===== src/rtl/wdt_posted_pkg.sv =====
`timescale 1ns/1ps
package wdt_posted_pkg;

    localparam int NUM_REGS = 4;

    // register select codes; the pending bit index equals the select code
    typedef enum logic [1:0] {
        SEL_CTRL = 2'd0,
        SEL_LOAD = 2'd1,
        SEL_TRIG = 2'd2,
        SEL_KEY  = 2'd3
    } reg_sel_e;

    typedef enum logic [1:0] {
        KS_STOPPED     = 2'd0,
        KS_START_ARMED = 2'd1,
        KS_RUNNING     = 2'd2,
        KS_STOP_ARMED  = 2'd3
    } key_state_e;

    localparam logic [15:0] KEY_START_A = 16'hBBBB;
    localparam logic [15:0] KEY_START_B = 16'h4444;
    localparam logic [15:0] KEY_STOP_A  = 16'hAAAA;
    localparam logic [15:0] KEY_STOP_B  = 16'h5555;

endpackage


===== src/rtl/wdt_post_slot.sv =====
`timescale 1ns/1ps
// One posted-write slot: captures a write, holds it pending for SYNC_DLY
// cycles, then presents it for one cycle on fire_o.
module wdt_post_slot #(
    parameter int DATA_W   = 16,
    parameter int SYNC_DLY = 4
) (
    input  logic              clk,
    input  logic              rst_n,
    input  logic              wr_hit_i,
    input  logic [DATA_W-1:0] wr_data_i,
    output logic              pend_o,
    output logic              fire_o,
    output logic [DATA_W-1:0] data_o
);
    localparam int CW = (SYNC_DLY < 2) ? 1 : $clog2(SYNC_DLY);

    logic          pend_q;
    logic [CW-1:0] wait_q;
    logic [DATA_W-1:0] data_q;

    always_ff @(posedge clk or negedge rst_n) begin
        if (!rst_n) begin
            pend_q <= 1'b0;
            wait_q <= '0;
            data_q <= '0;
        end else if (pend_q) begin
            if (wait_q == '0) begin
                pend_q <= 1'b0;
            end else begin
                wait_q <= wait_q - 1'b1;
            end
        end else if (wr_hit_i) begin
            pend_q <= 1'b1;
            wait_q <= CW'(SYNC_DLY - 1);
            data_q <= wr_data_i;
        end
    end

    assign pend_o = pend_q;
    assign fire_o = pend_q && (wait_q == '0);
    assign data_o = data_q;

endmodule


===== src/rtl/wdt_key_fsm.sv =====
`timescale 1ns/1ps
// Two-word key sequence detector holding the run/stop state.
module wdt_key_fsm
    import wdt_posted_pkg::*;
#(
    parameter int DATA_W = 16
) (
    input  logic              clk,
    input  logic              rst_n,
    input  logic              key_fire_i,
    input  logic [DATA_W-1:0] key_word_i,
    output logic              running_o
);
    key_state_e state_q, state_d;

    logic is_start_a, is_start_b, is_stop_a, is_stop_b;
    assign is_start_a = (key_word_i == DATA_W'(KEY_START_A));
    assign is_start_b = (key_word_i == DATA_W'(KEY_START_B));
    assign is_stop_a  = (key_word_i == DATA_W'(KEY_STOP_A));
    assign is_stop_b  = (key_word_i == DATA_W'(KEY_STOP_B));

    always_ff @(posedge clk or negedge rst_n) begin
        if (!rst_n) begin
            state_q <= KS_STOPPED;
        end else begin
            state_q <= state_d;
        end
    end

    always_comb begin
        state_d = state_q;
        if (key_fire_i) begin
            unique case (state_q)
                KS_STOPPED:     state_d = is_start_a ? KS_START_ARMED : KS_STOPPED;
                KS_START_ARMED: state_d = is_start_b ? KS_RUNNING     : KS_STOPPED;
                KS_RUNNING:     state_d = is_stop_a  ? KS_STOP_ARMED  : KS_RUNNING;
                KS_STOP_ARMED:  state_d = is_stop_b  ? KS_STOPPED     : KS_RUNNING;
                default:        state_d = KS_STOPPED;
            endcase
        end
    end

    always_comb begin
        unique case (state_q)
            KS_RUNNING, KS_STOP_ARMED: running_o = 1'b1;
            default:                   running_o = 1'b0;
        endcase
    end

endmodule


===== src/rtl/wdt_prescaler.sv =====
`timescale 1ns/1ps
// Power-of-two tick divider producing one advance strobe per 2^ratio ticks.
module wdt_prescaler #(
    parameter int RATIO_W = 3
) (
    input  logic               clk,
    input  logic               rst_n,
    input  logic               tick_i,
    input  logic               run_i,
    input  logic               clear_i,
    input  logic               pre_en_i,
    input  logic [RATIO_W-1:0] ratio_i,
    output logic               step_o
);
    localparam int PC_W = (1 << RATIO_W) - 1;

    logic [PC_W-1:0] phase_q;
    logic [PC_W-1:0] term;

    assign term   = PC_W'((32'd1 << ratio_i) - 32'd1);
    assign step_o = run_i && tick_i && (!pre_en_i || (phase_q == term));

    always_ff @(posedge clk or negedge rst_n) begin
        if (!rst_n) begin
            phase_q <= '0;
        end else if (clear_i || !run_i || !pre_en_i) begin
            phase_q <= '0;
        end else if (tick_i) begin
            phase_q <= (phase_q == term) ? '0 : phase_q + 1'b1;
        end
    end

endmodule


===== src/rtl/wdt_posted_key.sv =====
`timescale 1ns/1ps
module wdt_posted_key
    import wdt_posted_pkg::*;
#(
    parameter int CNT_W    = 16,
    parameter int SYNC_DLY = 4,
    parameter int RATIO_W  = 3
) (
    input  logic             clk,
    input  logic             rst_n,
    input  logic             tick_i,
    input  logic             wr_en_i,
    input  logic [1:0]       wr_sel_i,
    input  logic [CNT_W-1:0] wr_data_i,
    output logic [3:0]       pend_o,
    output logic [CNT_W-1:0] count_o,
    output logic             running_o,
    output logic             rst_req_o
);
    localparam int CFG_W = RATIO_W + 1;

    logic [NUM_REGS-1:0] slot_pend;
    logic [NUM_REGS-1:0] slot_fire;
    logic [CNT_W-1:0]    slot_data [1:NUM_REGS-1];
    logic [CFG_W-1:0]    cfg_data;

    genvar g;
    generate
        for (g = 0; g < NUM_REGS; g++) begin : g_slot
            logic hit;
            assign hit = wr_en_i && (wr_sel_i == 2'(g));
            if (g == int'(SEL_CTRL)) begin : g_cfg
                wdt_post_slot #(.DATA_W(CFG_W), .SYNC_DLY(SYNC_DLY)) u_slot (
                    .clk      (clk),
                    .rst_n    (rst_n),
                    .wr_hit_i (hit),
                    .wr_data_i(wr_data_i[CFG_W-1:0]),
                    .pend_o   (slot_pend[g]),
                    .fire_o   (slot_fire[g]),
                    .data_o   (cfg_data)
                );
            end else begin : g_word
                wdt_post_slot #(.DATA_W(CNT_W), .SYNC_DLY(SYNC_DLY)) u_slot (
                    .clk      (clk),
                    .rst_n    (rst_n),
                    .wr_hit_i (hit),
                    .wr_data_i(wr_data_i),
                    .pend_o   (slot_pend[g]),
                    .fire_o   (slot_fire[g]),
                    .data_o   (slot_data[g])
                );
            end
        end
    endgenerate

    // effective (timer-domain) register state
    logic [CFG_W-1:0] cfg_q;
    logic [CNT_W-1:0] load_q;
    logic [CNT_W-1:0] trig_last_q;

    logic             reload;
    logic             key_fire;
    logic [CNT_W-1:0] key_word;
    logic             running;
    logic             step;

    assign reload   = slot_fire[SEL_TRIG] && (slot_data[SEL_TRIG] != trig_last_q);
    assign key_fire = slot_fire[SEL_KEY];
    assign key_word = slot_data[SEL_KEY];

    always_ff @(posedge clk or negedge rst_n) begin
        if (!rst_n) begin
            cfg_q       <= '0;
            load_q      <= '0;
            trig_last_q <= '0;
        end else begin
            if (slot_fire[SEL_CTRL]) cfg_q       <= cfg_data;
            if (slot_fire[SEL_LOAD]) load_q      <= slot_data[SEL_LOAD];
            if (slot_fire[SEL_TRIG]) trig_last_q <= slot_data[SEL_TRIG];
        end
    end

    wdt_key_fsm #(.DATA_W(CNT_W)) u_keys (
        .clk       (clk),
        .rst_n     (rst_n),
        .key_fire_i(key_fire),
        .key_word_i(key_word),
        .running_o (running)
    );

    wdt_prescaler #(.RATIO_W(RATIO_W)) u_pre (
        .clk     (clk),
        .rst_n   (rst_n),
        .tick_i  (tick_i),
        .run_i   (running),
        .clear_i (reload || slot_fire[SEL_CTRL]),
        .pre_en_i(cfg_q[0]),
        .ratio_i (cfg_q[CFG_W-1:1]),
        .step_o  (step)
    );

    logic [CNT_W-1:0] count_q;
    logic             rst_req_q;

    always_ff @(posedge clk or negedge rst_n) begin
        if (!rst_n) begin
            count_q   <= '0;
            rst_req_q <= 1'b0;
        end else begin
            rst_req_q <= 1'b0;
            if (reload) begin
                count_q <= load_q;
            end else if (step) begin
                if (count_q == '1) begin
                    count_q   <= load_q;
                    rst_req_q <= 1'b1;
                end else begin
                    count_q <= count_q + 1'b1;
                end
            end
        end
    end

    assign pend_o    = slot_pend;
    assign count_o   = count_q;
    assign running_o = running;
    assign rst_req_o = rst_req_q;

endmodule


===== config.mk =====
export PLATFORM = sky130hd
export DESIGN_NAME = wdt_posted_key
export DESIGN_NICKNAME = d
export VERILOG_FILES = /design/src/rtl/wdt_posted_pkg.sv /design/src/rtl/wdt_post_slot.sv /design/src/rtl/wdt_key_fsm.sv /design/src/rtl/wdt_prescaler.sv /design/src/rtl/wdt_posted_key.sv
export SDC_FILE = /design/constraint.sdc
export NUM_CORES = 1
export LEC_CHECK = 0
export CAP_MARGIN = 20
export CORE_ASPECT_RATIO = 0.9
export CORE_MARGIN = 2
export CORE_UTILIZATION = 63
export DETAILED_ROUTE_END_ITERATION = 12
export PLACE_DENSITY_LB_ADDON = 0.05
export SYNTH_ARGS = -nofsm -noshare
export SYNTH_HDL_FRONTEND = slang
export SYNTH_SLANG_ARGS = --single-unit

===== constraint.sdc =====
create_clock -name clk -period 3.36 [get_ports clk]
set_input_delay 0.336 -clock clk [delete_from_list [all_inputs] [get_ports clk]]
set_output_delay 0.336 -clock clk [all_outputs]
set_load 0.01 [all_outputs]

==> run summary <==
LOGIC SYNTHESIS
--------------------------------------------------------------------------------------------------------
Net Count, Synth                                                                                     563
Number of warning messages in the yosys log                                                            0
Sequential area share after synthesis                                                             52.86%
Number of distinct standard cells referenced by the synthesized netlist                               53
Cell count after synthesis                                                                           535
Proportion of synthesized flip-flops having asynchronous set or reset                             100.0%
Post-Synthesis Cell Area                                                                      5964 sq um
Post-synth top flop                                                                         sky130_fd_sc_hd__dfrtp_1
Top cell type by total area after synthesis                                                 sky130_fd_sc_hd__dfrtp_1
Synthesized area divided by synthesized cell count                                           11.15 sq um
Number of flops mapped to enable cells by yosys                                                        0
Largest cells by area after synthesis                                                       sky130_fd_sc_hd__dfrtp_1, sky130_fd_sc_hd__mux2_2, sky130_fd_sc_hd__nand2_1, sky130_fd_sc_hd__xor2_1, sky130_fd_sc_hd__nand3_1
Top cell type's share of synthesized area                                                         52.86%
Post-synthesis register bit count                                                                    126

WORST SETUP PATH
--------------------------------------------------------------------------------------------------------
Kind of end point of the critical path                                                         flip-flop
Stage delay of the slowest cell on the critical path                                             0.53 ns
Worst Path Class, Setup                                                                     flip-flop to flip-flop
Register-to-Register Setup Slack                                                                 0.48 ns
Endpoint of the worst-slack reg-to-reg timing path                                            count_o[1]
Launching point of the worst reg2reg path                                                   g_slot[2].g_word.u_slot.data_o[15]
Ordered list of cells on the worst path                                                     xor2_1, nor4_1, nand4_1, nand2_1, o21ai_0, a221oi_1
Depth of the worst register-to-register path                                                           6
CP arrival                                                                                       3.28 ns
Critical Path RT                                                                                 3.76 ns
Largest fanout of any net on the critical path                                                        14
Element type at the critical path start                                                        flip-flop
Slowest cell on the critical path                                                           sky130_fd_sc_hd__nand2_1

FLOORPLANNING
--------------------------------------------------------------------------------------------------------
I/O pin cnt                                                                                           44
Number of rows created at floorplan                                                                   33
Die Width                                                                                       106.6 um
Height of the die                                                                               96.31 um
Starting Density                                                                                  65.07%
Placeable Area                                                                                9166 sq um
Die Outline Area                                                                             10260 sq um

POWER AND IR DROP
--------------------------------------------------------------------------------------------------------
Cell Int Power                                                                                  4.290 mW
Peak supply drop                                                                               0.4846 mV
Clk network pwr share                                                                              27.4%
PD cells                                                                                    915.0 nW/um^2
Part of the total power dissipated in combinational logic                                          29.8%
Leakage power total                                                                             3.083 nW
Fraction of power spent switching nets                                                            33.98%
Seq pwr share                                                                                      42.8%
Switching pwr                                                                                   2.208 mW

CLOCK NETWORK
--------------------------------------------------------------------------------------------------------
Post-CTS clock slew at the launch and capture registers of the worst setup and hold paths        0.06 ns
Count of H-tree levels built during CTS                                                                4
Clock root buffer                                                                           sky130_fd_sc_hd__clkbuf_8
Total clock buffers created by CTS                                                                    17
Count of clock tree sinks                                                                            126
Clock tree from TritonCTS                                                                          built
Worst-case clock buffer depth                                                                          2
Insertion delay of the later-clocked pin in the worst-skew pair                                  0.52 ns

TIMING
--------------------------------------------------------------------------------------------------------
Post-Route Setup TNS                                                                                0 ns
Setup violation total in the final timing report                                                       0
Final setup slack of the worst path                                                            0.4750 ns
Slew Limit Headroom                                                                               42.75%
Transition at the pin with the smallest max-transition slack                                   0.8536 ns
Final Hold Violating Endpoints                                                                         0
Final slew viol count                                                                                  0
Final critical-path share of the clock period                                                     85.86%
Setup repair after global routing missed its margin                                                false
Achievable clock frequency                                                                     346.6 MHz
Final critical delay including setup and external delays                                        2.885 ns
Maximum clock skew at final layout                                                           0.009718 ns
Worst hold slack after final layout                                                            0.3869 ns

ROUTING
--------------------------------------------------------------------------------------------------------
Total number of vias                                                                                4485
WL met3                                                                                           969 um
Highest metal layer used by the detailed router                                                     met4
Met1 wire length                                                                                 5787 um
First-pass DRT Iterations                                                                              6
Average routed wire per standard cell                                                           19.47 um
Violation count after the first detailed-routing iteration                                           426
Number of antenna-violating nets in the routed design                                                  0
Total Wirelength                                                                                13940 um
Met2 Routed Length                                                                               6914 um
Avg Vias per Cell                                                                                  6.264
DRC violations left                                                                                    0

GLOBAL ROUTE
--------------------------------------------------------------------------------------------------------
Maximum number of pins on one net before global-route repair                                          49
Via count of the first global-routing pass                                                          4591
Total track usage                                                                                 28.87%
Global-route wire length before repair                                                          22440 um
Initial antenna violation count                                                                        0
GR Overflow Total                                                                                      0

CELLS AND AREA
--------------------------------------------------------------------------------------------------------
Post-Layout Cell Count                                                                               716
Sequential cell area                                                                          3153 sq um
Layout cells sized above 1                                                                        21.38%
P&R area growth vs syn                                                                            19.07%
Inserted Diodes                                                                                        0
Fill cell total of the finished layout                                                               625
Footprint of the multi-input gates                                                            2618 sq um
Number of nets in the final layout                                                                   609
Final core utilization                                                                            77.48%

PLACED DESIGN
--------------------------------------------------------------------------------------------------------
Hpwl dp                                                                                          9342 um
IO buf count                                                                                          43
Final Wtd Congestion                                                                              0.8820
Pre-CTS worst setup slack                                                                      0.7007 ns
Total placed cells including tap cells                                                               682

WORST HOLD PATH
--------------------------------------------------------------------------------------------------------
HP Class                                                                                    input pin to async pin

JOB
--------------------------------------------------------------------------------------------------------
Max Cap Viol                                                                                           0

STATUS
--------------------------------------------------------------------------------------------------------
Result of the run                                                                           finished clean

## cell usage after synthesis, drive strengths merged, types with 2 or more instances
| cell type | instances |
|---|---|
| or3 | 5 |
| ha | 6 |
| nand3 | 22 |
| a21oi | 10 |
| xor2 | 16 |
| nor2b | 2 |
| clkbuf | 19 |
| mux2i | 4 |
| and3 | 7 |
| a211oi | 4 |
| nor3 | 14 |
| a31oi | 10 |
| dfrtp | 126 |
| o311ai | 2 |
| mux2 | 75 |
| a211o | 3 |
| o21ai | 22 |
| nand4 | 16 |
| and4 | 3 |
| nand2 | 71 |
| nand2b | 7 |
| nor2 | 11 |
| nor4bb | 3 |
| o211ai | 5 |
| or4 | 6 |
| nor4 | 8 |
| o221a | 3 |
| o211a | 3 |
| buf | 9 |
| o22ai | 2 |
| inv | 20 |
| a221oi | 2 |
| nor4b | 3 |
| nand4b | 2 |
| and2 | 4 |
## placed cells by master (no fill, tap or decap), drive strengths merged, types with 3 or more instances in the layout
cell / netlist / final
mux2i: 4 / 4
o211ai: 5 / 5
a211o: 3 / 3
o211a: 3 / 3
or3: 5 / 5
nand3: 22 / 22
mux2: 75 / 75
and3: 7 / 7
dfrtp: 126 / 126
a31oi: 10 / 10
nand2b: 7 / 7
nor4b: 3 / 3
nand4: 16 / 16
o221a: 3 / 3
a211oi: 4 / 4
clkinv: 0 / 6
buf: 9 / 12
a21oi: 10 / 10
or4: 6 / 6
and4: 3 / 3
nor4: 8 / 8
o21ai: 22 / 22
clkdlybuf4s50: 0 / 42
nor3: 14 / 14
ha: 6 / 6
and2: 4 / 4
nand2: 71 / 71
nor2: 11 / 11
inv: 20 / 24
nor4bb: 3 / 3
xor2: 16 / 16
clkbuf: 19 / 18
## stage by stage
| step | power [mW] | cell area (sq um) |
|---|---|---|
| 6_report | 6.498 | 7102 |
| 5_1_grt | 6.855 | 7102 |
| 4_1_cts | 6.500 | 7091 |
| 3_5_place_dp | 4.678 | 6501 |
| 3_3_place_gp | 4.531 | 6501 |
| 2_1_floorplan | 3.981 | 5964 |
## layer usage
layer / global-route usage [%] / vias to the layer above
met5: 0 / -
met4: 10.93 / 0
met3: 6.093 / 32
met2: 48.67 / 202
met1: 37.24 / 2206
li1: - / 2045
## cells by family after synthesis
kind of cell	synth area share [%]
flip-flops	52.86
adder cells (fa/ha/maj)	1.259
buffers and inverters	3.587
multiplexers	14.83
XOR/XNOR	2.496
AND/OR/NAND/NOR	15.82
AO/OA/AOI/OAI	9.147
## critical path, delay by kind of cell, from the launching register on
family          cells  cell delay, ns
flops               1            0.41
compound gates      2            0.69
xor+xnor            1            0.15
simple gates        3            1.49
## worst max-delay path by stage
stage | startpoint | endpoint | slack, ns | depth (start not counted)
2_1_floorplan | cfg_q[3] | count_o[7] | 1.08 | 6
3_3_place_gp | trig_last_q[1] | count_o[15] | 0.79 | 6
3_5_place_dp | trig_last_q[8] | count_o[15] | 0.70 | 6
4_1_cts | g_slot[2].g_word.u_slot.data_o[15] | count_o[1] | 0.58 | 6
5_1_grt | g_slot[2].g_word.u_slot.data_o[15] | count_o[1] | 0.40 | 6
6_report | g_slot[2].g_word.u_slot.data_o[15] | count_o[1] | 0.48 | 6
## power groups by stage
stage | clock network, mW | logic (mW) | registers, mW
3_5_place_dp | 0 | 1.90 | 2.77
2_1_floorplan | 0 | 1.35 | 2.63
3_3_place_gp | 0 | 1.80 | 2.73
4_1_cts | 1.79 | 1.94 | 2.77
6_report | 1.78 | 1.94 | 2.78
5_1_grt | 1.86 | 2.13 | 2.87
## sequential cells by signal (all words and copies together), names as in the netlist
register                     cells
trig_last_q                     16
g_slot.g_cfg.u_slot.wait_q       2
g_slot.g_word.u_slot.data_o     48
g_slot.g_word.u_slot.pend_o      3
g_slot.g_cfg.u_slot.pend_o       1
load_q                          16
cfg_q                            4
u_keys.state_q                   2
count_o                         16
g_slot.g_word.u_slot.wait_q      6
g_slot.g_cfg.u_slot.data_o       4
rst_req_o                        1
u_pre.phase_q                    7
## layout make-up
class,count,area share [%]
Inverter,20,1.057
Sequential cell,126,44.40
Clock buffer,18,5.884
Clock inverter,14,2.273
Tap cell,122,2.149
Timing Repair Buffer,55,7.382
Multi-Input combinational cell,361,36.86
## timing repair
action                    CTS  global route
resized for setup           0             0
buffers inserted            0             0
hold endpoints to repair   45             0
hold buffers                1             0
No activity file was read; power rests on OpenSTA's default activity.
